==> config.mk <==
export PLATFORM = sky130hd
export DESIGN_NAME = ps2d_rx
export DESIGN_NICKNAME = d
export VERILOG_FILES = /design/src/rtl/ps2d_rx_pkg.sv /design/src/rtl/ps2d_sync.sv /design/src/rtl/ps2d_frame.sv /design/src/rtl/ps2d_hold.sv /design/src/rtl/ps2d_rx.sv
export SDC_FILE = /design/constraint.sdc
export NUM_CORES = 1
export LEC_CHECK = 0
export BUFFER_PORTS_ARGS = -buffer_cell sky130_fd_sc_hd__buf_2
export CAP_MARGIN = 20
export CORE_MARGIN = 4
export CORE_UTILIZATION = 30
export DETAILED_ROUTE_END_ITERATION = 6
export SLEW_MARGIN = 0
export SYNTH_ARGS = -nofsm -noshare
export SYNTH_HDL_FRONTEND = slang
export SYNTH_SLANG_ARGS = --single-unit
==> constraint.sdc <==
create_clock -name clk_i -period 5.7 [get_ports clk_i]
set_clock_uncertainty 0.05 [all_clocks]
set_input_delay 0.285 -clock clk_i [delete_from_list [all_inputs] [get_ports clk_i]]
set_output_delay 0.285 -clock clk_i [all_outputs]
set_load 0.05 [all_outputs]
==> src/rtl/ps2d_rx_pkg.sv <==
package ps2d_rx_pkg;
  typedef enum logic [1:0] {ST_IDLE, ST_LO, ST_HI} phase_e;
  localparam int unsigned FRAME_PULSES = 12;
  localparam int unsigned SHIFT_BITS   = 10;  // data, parity, stop
  localparam int unsigned PAR_POS      = 8;
  localparam int unsigned STOP_POS     = 9;
endpackage

==> src/rtl/ps2d_sync.sv <==
module ps2d_sync #(
  parameter int unsigned STAGES = 2,
  parameter int unsigned WIDTH  = 2
) (
  input  logic             clk_i,
  input  logic             rst_ni,
  input  logic [WIDTH-1:0] d_i,
  output logic [WIDTH-1:0] q_o
);
  logic [WIDTH-1:0] ff_q [STAGES];

  for (genvar g = 0; g < STAGES; g++) begin : g_stage
    always_ff @(posedge clk_i or negedge rst_ni) begin
      if (!rst_ni) ff_q[g] <= '1;
      else if (g == 0) ff_q[g] <= d_i;
      else ff_q[g] <= ff_q[(g == 0) ? 0 : g-1];
    end
  end

  assign q_o = ff_q[STAGES-1];
endmodule

==> src/rtl/ps2d_frame.sv <==
module ps2d_frame
  import ps2d_rx_pkg::*;
#(
  parameter int unsigned HALF_CYC = 8
) (
  input  logic       clk_i,
  input  logic       rst_ni,
  input  logic       clk_s_i,
  input  logic       dat_s_i,
  input  logic       ack_chk_i,
  output logic       clk_drv_o,
  output logic       dat_drv_o,
  output logic       busy_o,
  output logic       done_o,
  output logic       ack_o,
  output logic [7:0] byte_o,
  output logic       par_o,
  output logic       stop_o
);
  localparam int unsigned CW = $clog2(HALF_CYC + 1);
  localparam logic [CW-1:0] CNT_LAST = CW'(HALF_CYC - 1);
  localparam logic [3:0] PN_LAST = 4'(FRAME_PULSES);

  phase_e               st_q;
  logic [CW-1:0]        cnt_q;
  logic [3:0]           pn_q;
  logic [SHIFT_BITS-1:0] sh_q;
  logic                 seen_low_q;
  logic                 chk_q;
  logic                 phase_end, frame_ok;

  assign phase_end = (cnt_q == CNT_LAST);
  assign frame_ok  = (^sh_q[PAR_POS:0]) & sh_q[STOP_POS];

  always_ff @(posedge clk_i or negedge rst_ni) begin
    if (!rst_ni) begin
      st_q       <= ST_IDLE;
      cnt_q      <= '0;
      pn_q       <= '0;
      sh_q       <= '0;
      seen_low_q <= 1'b0;
      chk_q      <= 1'b0;
    end else begin
      unique case (st_q)
        ST_IDLE: begin
          if (seen_low_q && clk_s_i && !dat_s_i) begin
            st_q       <= ST_LO;
            cnt_q      <= '0;
            pn_q       <= 4'd1;
            seen_low_q <= 1'b0;
            chk_q      <= ack_chk_i;
          end else if (!clk_s_i) begin
            seen_low_q <= 1'b1;
          end else if (dat_s_i) begin
            seen_low_q <= 1'b0;  // released with data high: not a request
          end
        end
        ST_LO: begin
          if (phase_end) begin
            st_q  <= ST_HI;
            cnt_q <= '0;
          end else begin
            cnt_q <= cnt_q + 1'b1;
          end
        end
        ST_HI: begin
          if (phase_end) begin
            cnt_q <= '0;
            if (pn_q == PN_LAST) begin
              st_q <= ST_IDLE;
            end else begin
              if (pn_q != 4'd1) sh_q <= {dat_s_i, sh_q[SHIFT_BITS-1:1]};
              pn_q <= pn_q + 1'b1;
              st_q <= ST_LO;
            end
          end else begin
            cnt_q <= cnt_q + 1'b1;
          end
        end
        default: st_q <= ST_IDLE;
      endcase
    end
  end

  assign ack_o     = !chk_q || frame_ok;
  assign busy_o    = (st_q != ST_IDLE);
  assign clk_drv_o = (st_q == ST_LO);
  assign dat_drv_o = busy_o && (pn_q == PN_LAST) && ack_o;
  assign done_o    = (st_q == ST_HI) && phase_end && (pn_q == PN_LAST);
  assign byte_o    = sh_q[7:0];
  assign par_o     = sh_q[PAR_POS];
  assign stop_o    = sh_q[STOP_POS];
endmodule

==> src/rtl/ps2d_hold.sv <==
module ps2d_hold (
  input  logic       clk_i,
  input  logic       rst_ni,
  input  logic       done_i,
  input  logic       ack_i,
  input  logic [7:0] byte_i,
  input  logic       par_i,
  input  logic       stop_i,
  input  logic       rd_i,
  input  logic       frm_err_clr_i,
  input  logic       ovf_clr_i,
  input  logic       rx_flag_clr_i,
  output logic [7:0] rx_data_o,
  output logic       rx_parity_o,
  output logic       rx_flag_o,
  output logic       frm_err_o,
  output logic       ovf_o
);
  logic pend_q;
  logic take;

  assign take = done_i && ack_i;

  always_ff @(posedge clk_i or negedge rst_ni) begin
    if (!rst_ni) begin
      rx_data_o   <= '0;
      rx_parity_o <= 1'b0;
      rx_flag_o   <= 1'b0;
      frm_err_o   <= 1'b0;
      ovf_o       <= 1'b0;
      pend_q      <= 1'b0;
    end else begin
      if (rd_i)          pend_q    <= 1'b0;
      if (frm_err_clr_i) frm_err_o <= 1'b0;
      if (ovf_clr_i)     ovf_o     <= 1'b0;
      if (rx_flag_clr_i) rx_flag_o <= 1'b0;
      if (take) begin
        rx_data_o   <= byte_i;
        rx_parity_o <= par_i;
        rx_flag_o   <= 1'b1;
        pend_q      <= 1'b1;
        if (pend_q && !rd_i) ovf_o <= 1'b1;
      end
      if (done_i && !stop_i) frm_err_o <= 1'b1;
    end
  end
endmodule

==> src/rtl/ps2d_rx.sv <==
module ps2d_rx #(
  parameter int unsigned HALF_CYC    = 8,
  parameter int unsigned SYNC_STAGES = 2
) (
  input  logic       clk_i,
  input  logic       rst_ni,
  input  logic       ps2_clk_i,
  input  logic       ps2_dat_i,
  input  logic       ack_chk_i,
  input  logic       rd_i,
  input  logic       frm_err_clr_i,
  input  logic       ovf_clr_i,
  input  logic       rx_flag_clr_i,
  output logic       clk_drv_o,
  output logic       dat_drv_o,
  output logic       busy_o,
  output logic [7:0] rx_data_o,
  output logic       rx_parity_o,
  output logic       rx_flag_o,
  output logic       frm_err_o,
  output logic       ovf_o
);
  logic [1:0] lines_s;
  logic       done, ack, par, stop;
  logic [7:0] byte_w;

  ps2d_sync #(.STAGES(SYNC_STAGES), .WIDTH(2)) u_sync (
    .clk_i (clk_i),
    .rst_ni(rst_ni),
    .d_i   ({ps2_dat_i, ps2_clk_i}),
    .q_o   (lines_s)
  );

  ps2d_frame #(.HALF_CYC(HALF_CYC)) u_frame (
    .clk_i    (clk_i),
    .rst_ni   (rst_ni),
    .clk_s_i  (lines_s[0]),
    .dat_s_i  (lines_s[1]),
    .ack_chk_i(ack_chk_i),
    .clk_drv_o(clk_drv_o),
    .dat_drv_o(dat_drv_o),
    .busy_o   (busy_o),
    .done_o   (done),
    .ack_o    (ack),
    .byte_o   (byte_w),
    .par_o    (par),
    .stop_o   (stop)
  );

  ps2d_hold u_hold (
    .clk_i        (clk_i),
    .rst_ni       (rst_ni),
    .done_i       (done),
    .ack_i        (ack),
    .byte_i       (byte_w),
    .par_i        (par),
    .stop_i       (stop),
    .rd_i         (rd_i),
    .frm_err_clr_i(frm_err_clr_i),
    .ovf_clr_i    (ovf_clr_i),
    .rx_flag_clr_i(rx_flag_clr_i),
    .rx_data_o    (rx_data_o),
    .rx_parity_o  (rx_parity_o),
    .rx_flag_o    (rx_flag_o),
    .frm_err_o    (frm_err_o),
    .ovf_o        (ovf_o)
  );
endmodule

# After elaboration in Yosys (flattened, before gate mapping)

Index checks and enable logic that the tools add are counted.

Add/subtract/negate cells: 2
Equality and inequality tests: 10
Multiplexer cells: 24
Bitwise logic cells: 2
Reduce and logical (&&, ||, !) cells: 29

Operators with widths:

| cell                                                  | count |
|---|---|
| 2-to-1 mux 4 bit                                      | 5 |
| case mux 4 bit (2 select lines)                       | 2 |
| 2-to-1 mux 1 bit                                      | 13 |
| nonzero test 2 bit                                    | 6 |
| logical AND 1 bit                                     | 9 |
| parity 9 bit                                          | 1 |
| adder 4 x 1 -> 4 bit, second input constant           | 2 |
| AND reduction 4 bit                                   | 2 |
| 2-to-1 mux 2 bit                                      | 3 |
| inequality test 2 x 1 -> 1 bit, second input constant | 3 |
| case mux 2 bit (3 select lines)                       | 1 |
| AND reduction 2 bit                                   | 3 |
| equality test 4 x 3 -> 1 bit, second input constant   | 1 |
| equality test 4 bit, second input constant            | 1 |
| logical NOT 1 bit                                     | 4 |
| inequality test 4 x 1 -> 1 bit, second input constant | 1 |
| inequality test 3 x 1 -> 1 bit, second input constant | 1 |
| AND reduction 3 bit                                   | 1 |
| equality test 2 x 1 -> 1 bit, second input constant   | 1 |
| equality test 2 bit, second input constant            | 1 |
| logical NOT 2 bit                                     | 1 |
| inequality test 2 bit, second input constant          | 1 |
| OR reduction 2 bit                                    | 1 |
| bitwise AND 1 bit                                     | 1 |
| other kinds (2)                                       | 2 |

Bits in registers: 39
Input port bits: 9
Output and inout port bits: 15
Word-level logic and storage cells: 81

# Depth between registers and ports, before layout

Depth in word-level cells: 5
Gate-level depth with buffers: 8

# Hierarchy

A second synthesis with hierarchy kept.

Cells, all modules: 148
Area total of the unflattened synthesis: 1,951.9 um^2

By module, submodules not included:

| module     | times used | cells an instance | area each (um^2) |
|---|---|---|---|
| ps2d_frame | 1          | 109               | 1,318.8 |
| ps2d_hold  | 1          | 33                | 513.0 |
| ps2d_sync  | 1          | 6                 | 120.1 |

# Least setup slack after synthesis

No wires, ideal clock.

Kind: register to output
Start point: reg u_frame.sh_q[2]
End point: out dat_drv_o
Arrival time: 2.400 ns
Path slack: 2.965 ns
Stages on the path, launching flop included: 6
Path buffers: 0
Path through: dfrtp_1 xnor2_1 xnor3_1 xnor2_1 nand2_1 a211oi_1

Cells in the longest elaborated chain, start to end: 4

Ends and longest elaborated chain:

| item                   | RTL line         | RTL |
|---|---|---|
| from (decl)            | ps2d_frame.sv:27 | `logic [SHIFT_BITS-1:0] sh_q;` |
| from (signal assigned) | ps2d_frame.sv:72 | `if (pn_q != 4'd1) sh_q <= {dat_s_i, sh_q[SHIFT_BITS-1:1]};` |
| parity 9 bit           | ps2d_frame.sv:33 | `assign frame_ok = (^sh_q[PAR_POS:0]) & sh_q[STOP_POS];` |
| bitwise AND 1 bit      | ps2d_frame.sv:33 |  |
| logical OR 1 bit       | ps2d_frame.sv:85 | `assign ack_o = !chk_q \|\| frame_ok;` |
| logical AND 1 bit      | ps2d_frame.sv:88 | `assign dat_drv_o = busy_o && (pn_q == PN_LAST) && ack_o;` |
| to (decl)              | ps2d_rx.sv:15    | `output logic dat_drv_o,` |

Every way passes these cells.

# Worst setup path in the final report

Start point: reg u_frame.sh_q[5]
End point: out dat_drv_o

The elaborated chain is that of the path after synthesis.

==> flow_results.org <==
** Outcome
- Run status :: finished, final reports clean

** Drt
- Post-detailed-route count of antenna-violating nets :: 0
- Number of iterations in the first detailed-routing pass :: 4
- After the first detailed-routing iteration, the DRC count stood at 67.
- In the routed layout, each cell is associated on average with a via count of 4.696.
- For this run, design rule violations remaining after detail routing come to 0.
- For this block, the routed nets add up to 3247 um of wire.
- After detailed routing, the average wire length per cell comes to 12.83 um.
- For this block, the via count after detailed routing is 1188.

** Pwr
- Power comes to 0.7065 mW.
- In this run the power density over the cells is 331.2 mW/mm^2.
- Worst VDD drop :: 0.0002381 V
- P_leak :: 1.071 nW

** Clocking
- Library cell used as clock root buffer :: clkbuf_8
- The tree built by TritonCTS fans out to 39 sinks.
- At the later pin of the worst-skew pair, clock insertion delay measures 300 ps.
- Buffers inserted by post-CTS timing repair :: 0
- # resized after CTS :: 0
- Clock transition at the register clock pins on the worst setup and hold paths after CTS :: 80 ps
- In this run the deepest clock path goes through 2 buffers.
- Number of buffers created by CTS :: 5
- # H-tree levels :: 2
- Hold_buf cts :: 0
- TritonCTS built the clock tree.

** Min path
- Worst hold path type :: in -> reg

** Floorplan
- Initial standard-cell utilization of the core :: 30.94%
- Vertical die dimension :: 86.14 um
- In this run the horizontal extent of the chip is 86.14 um.
- Count of pins on the block boundary :: 24
- Row cnt :: 28
- Area of the core region :: 0.005921 sq mm
- The floorplan step defined a die boundary enclosing 0.007420 sq mm.

** STA
- Measured against its own limit, the worst slew margin works out to 43.58%.
- Setup repair after global routing left no endpoint under its margin.
- In the final timing run, aggregate negative setup slack is 0 ps.
- PnR worst setup slack :: 3160 ps
- The max-slew violation total from the final report was 0.
- Final setup violation count :: 0
- The tightest hold path in the finished design has a slack of 34.58 ps.
- Final cycle utilization of the critical path :: 44.56%
- For the pin with the worst max-slew slack, the measured transition is 846.3 ps.
- Max Fclk :: 393.7 MHz
- The clock period could shrink to 2540 ps.
- Number of hold violations in the final report :: 0

** Placement
- Last weighted congestion value of the routability-driven placer :: 0.7535
- Summing all placed instances gives a cell area of 0.002021 sq mm.
- Placement-stage worst setup slack :: 3332 ps
- In this run the tool buffered the top-level ports with 23 buffer cells.
- Post-DP HPWL :: 2297 um

** Finish
- Antenna diodes :: 0
- Compared with the post-synthesis result, the final layout area differs by 16.46%.
- The final layout contains 194 nets.
- The finished cells cover 0.002133 sq mm.
- Fill cells in the final layout number 562.
- Layout cell share with drive strength beyond 1 :: 30.90%

** Worst setup path
- The startpoint identified for the worst register-to-register timing path is u_frame.sh_q[5].
- Most common cell type on the critical path :: xnor2_1
- The worst setup path is of the reg -> out kind.
- Crit path max-delay family :: XOR/XNOR gates
- At the worst endpoint, the required time is 5370 ps.
- Slowest stage cell on the critical path :: dfrtp_1
- The worst setup path is launched from a flop.
- Number of stages on the worst setup path :: 6
- The number of buffers and inverters on the critical path is 1.
- For this run, the slowest stage of the critical path takes 430 ps.
- Critical path data arrival time :: 2210 ps
- Capturing element of the worst setup path :: dat_drv_o
- Setup slack on the worst reg-to-reg path comes out at 3350 ps.
- Chain of cells forming the critical path :: xnor2_1, xnor3_1, xnor2_1, nand2_1, a211oi_1, buf_2
- Crit-path max FO :: 4
- R2r endpoint :: u_hold.rx_data_o[7]
- Worst R2R Path Depth :: 5
- The critical path starts at u_frame.sh_q[5].
- The worst setup path is captured at a primary output.

** Logic synthesis
- When the netlist entered floorplanning its net count stood at 168.
- Top-area cell type share of the netlist area :: 47.81%
- Post-synthesis sequential element count :: 39
- By count the netlist is led by dfrtp_1, mux2_2, inv_1.
- After synthesis, flip-flops and latches occupy 53.55% of the total area.
- After synthesis, the share of flip-flops with an asynchronous set or reset is 100.0%.
- Synth Instances :: 151
- Yosys mapped the design onto 34 distinct sky130hd cell types.
- After synthesis the cells add up to 0.001832 sq mm.
- Number of enable flip-flop cells after synthesis :: 0
- Sorting the synthesized cells by area gives the leading types as dfrtp_1, mux2_2, dfstp_2.
- Largest area contributor in the synthesized netlist :: dfrtp_1
- Number of warning messages in the yosys log :: 0
- The most used flip-flop cell after synthesis is dfrtp_1.
- Dividing the synthesized area by the synthesized cell count gives 12.13 sq um.
- By instance count, the leading cell after synthesis is dfrtp_1.

** GRT
- Maximum number of pins on one net before global-route repair :: 40
- Wire length of the first global-routing pass :: 5554 um
- Total routing resource utilization after global routing :: 9.819%
- Overall overflow remaining after global route :: 0
- Vias in the first global route :: 1130
- Number of antenna violations at the first check in global routing :: 0

** Job
- Max-cap violations in this run came to 0.
==> power breakdown <==
part           internal [mW]  switching (mW)
clock                  0.130           0.105
combinational         0.0478           0.106
sequential             0.300          0.0179
==> cells in the final DEF (no fill, tap or decap), types with 2 or more instances in the layout <==
master    synthesis  final
o21ai_0          10     10
a21o_1            2      2
nand3b_1          2      2
nand2_1           8      8
a21boi_0          2      2
inv_1            11     11
clkbuf_8          0      5
a22o_1            3      3
a32o_1            2      2
nand4_1           2      2
nor2_1            5      5
buf_2             1     23
xnor2_1           5      5
dfrtp_1          35     35
mux2_2           12     12
ha_1              8      8
o31ai_1           3      3
mux2_4            7      7
nand3_1           4      4
a21oi_1           7      7
and3_1            3      3
dfstp_2           4      4
==> flip-flops by register name (all words and copies together) (netlist names), 2 cells and up <==
name and cells:
u_frame.sh_q 10, u_hold.rx_data_o 8, u_frame.cnt_q 4, u_frame.pn_q 4, u_frame.st_q 2, u_sync.ff_q 2, u_sync.q_o 2
==> routing by layer <==
layer  wire length (um)  up-vias  track usage, %
met3                 93        5           2.882
li1                   -      590               -
met5                  0        -               0
met2               1462       21           13.88
met4                 82        0           5.612
met1               1609      572           13.30
==> layout make-up <==
cell class                      count  area, sq um  share of cell area, %
Clock buffer                        5        68.82                  3.226
Inverter                           11        41.29                  1.935
Tap cell                           75        93.84                  4.399
Clock inverter                      3        43.79                  2.053
Timing Repair Buffer               24        122.6                  5.748
Sequential cell                    39        980.9                  45.98
Multi-Input combinational cell     96        782.0                  36.66
==> metrics by stage <==
stage,util [%],cells
6_report,36.03,253
3_5_place_dp,34.13,245
4_1_cts,36.03,253
3_3_place_gp,34.13,245
5_1_grt,36.03,253
2_1_floorplan,-,151
==> cells by family after synthesis <==
group                      Yosys count  share of synthesized area (%)
muxes                               20                          13.66
buffers and inverters               16                          3.757
AOI/OAI and AO/OA                   33                          11.75
adders and majority gates            8                          5.465
and+or+nand+nor                     28                          7.719
DFF                                 39                          53.55
xor gates and xnor gates             7                          4.098
==> worst min path at each step <==
stage,startpoint,to,slack [ps],depth (start not counted)
after global routing,ps2_clk_i,u_sync.ff_q[2],20,1
after global placement,u_sync.ff_q[2],u_sync.q_o[0],300,0
after CTS,ps2_clk_i,u_sync.ff_q[2],20,1
after detailed placement,u_sync.ff_q[3],u_sync.q_o[1],300,0
after floorplan,rst_ni,u_frame.chk_q,-60,0
final,ps2_dat_i,u_sync.ff_q[3],30,1
(Power assumes the default switching activity.)
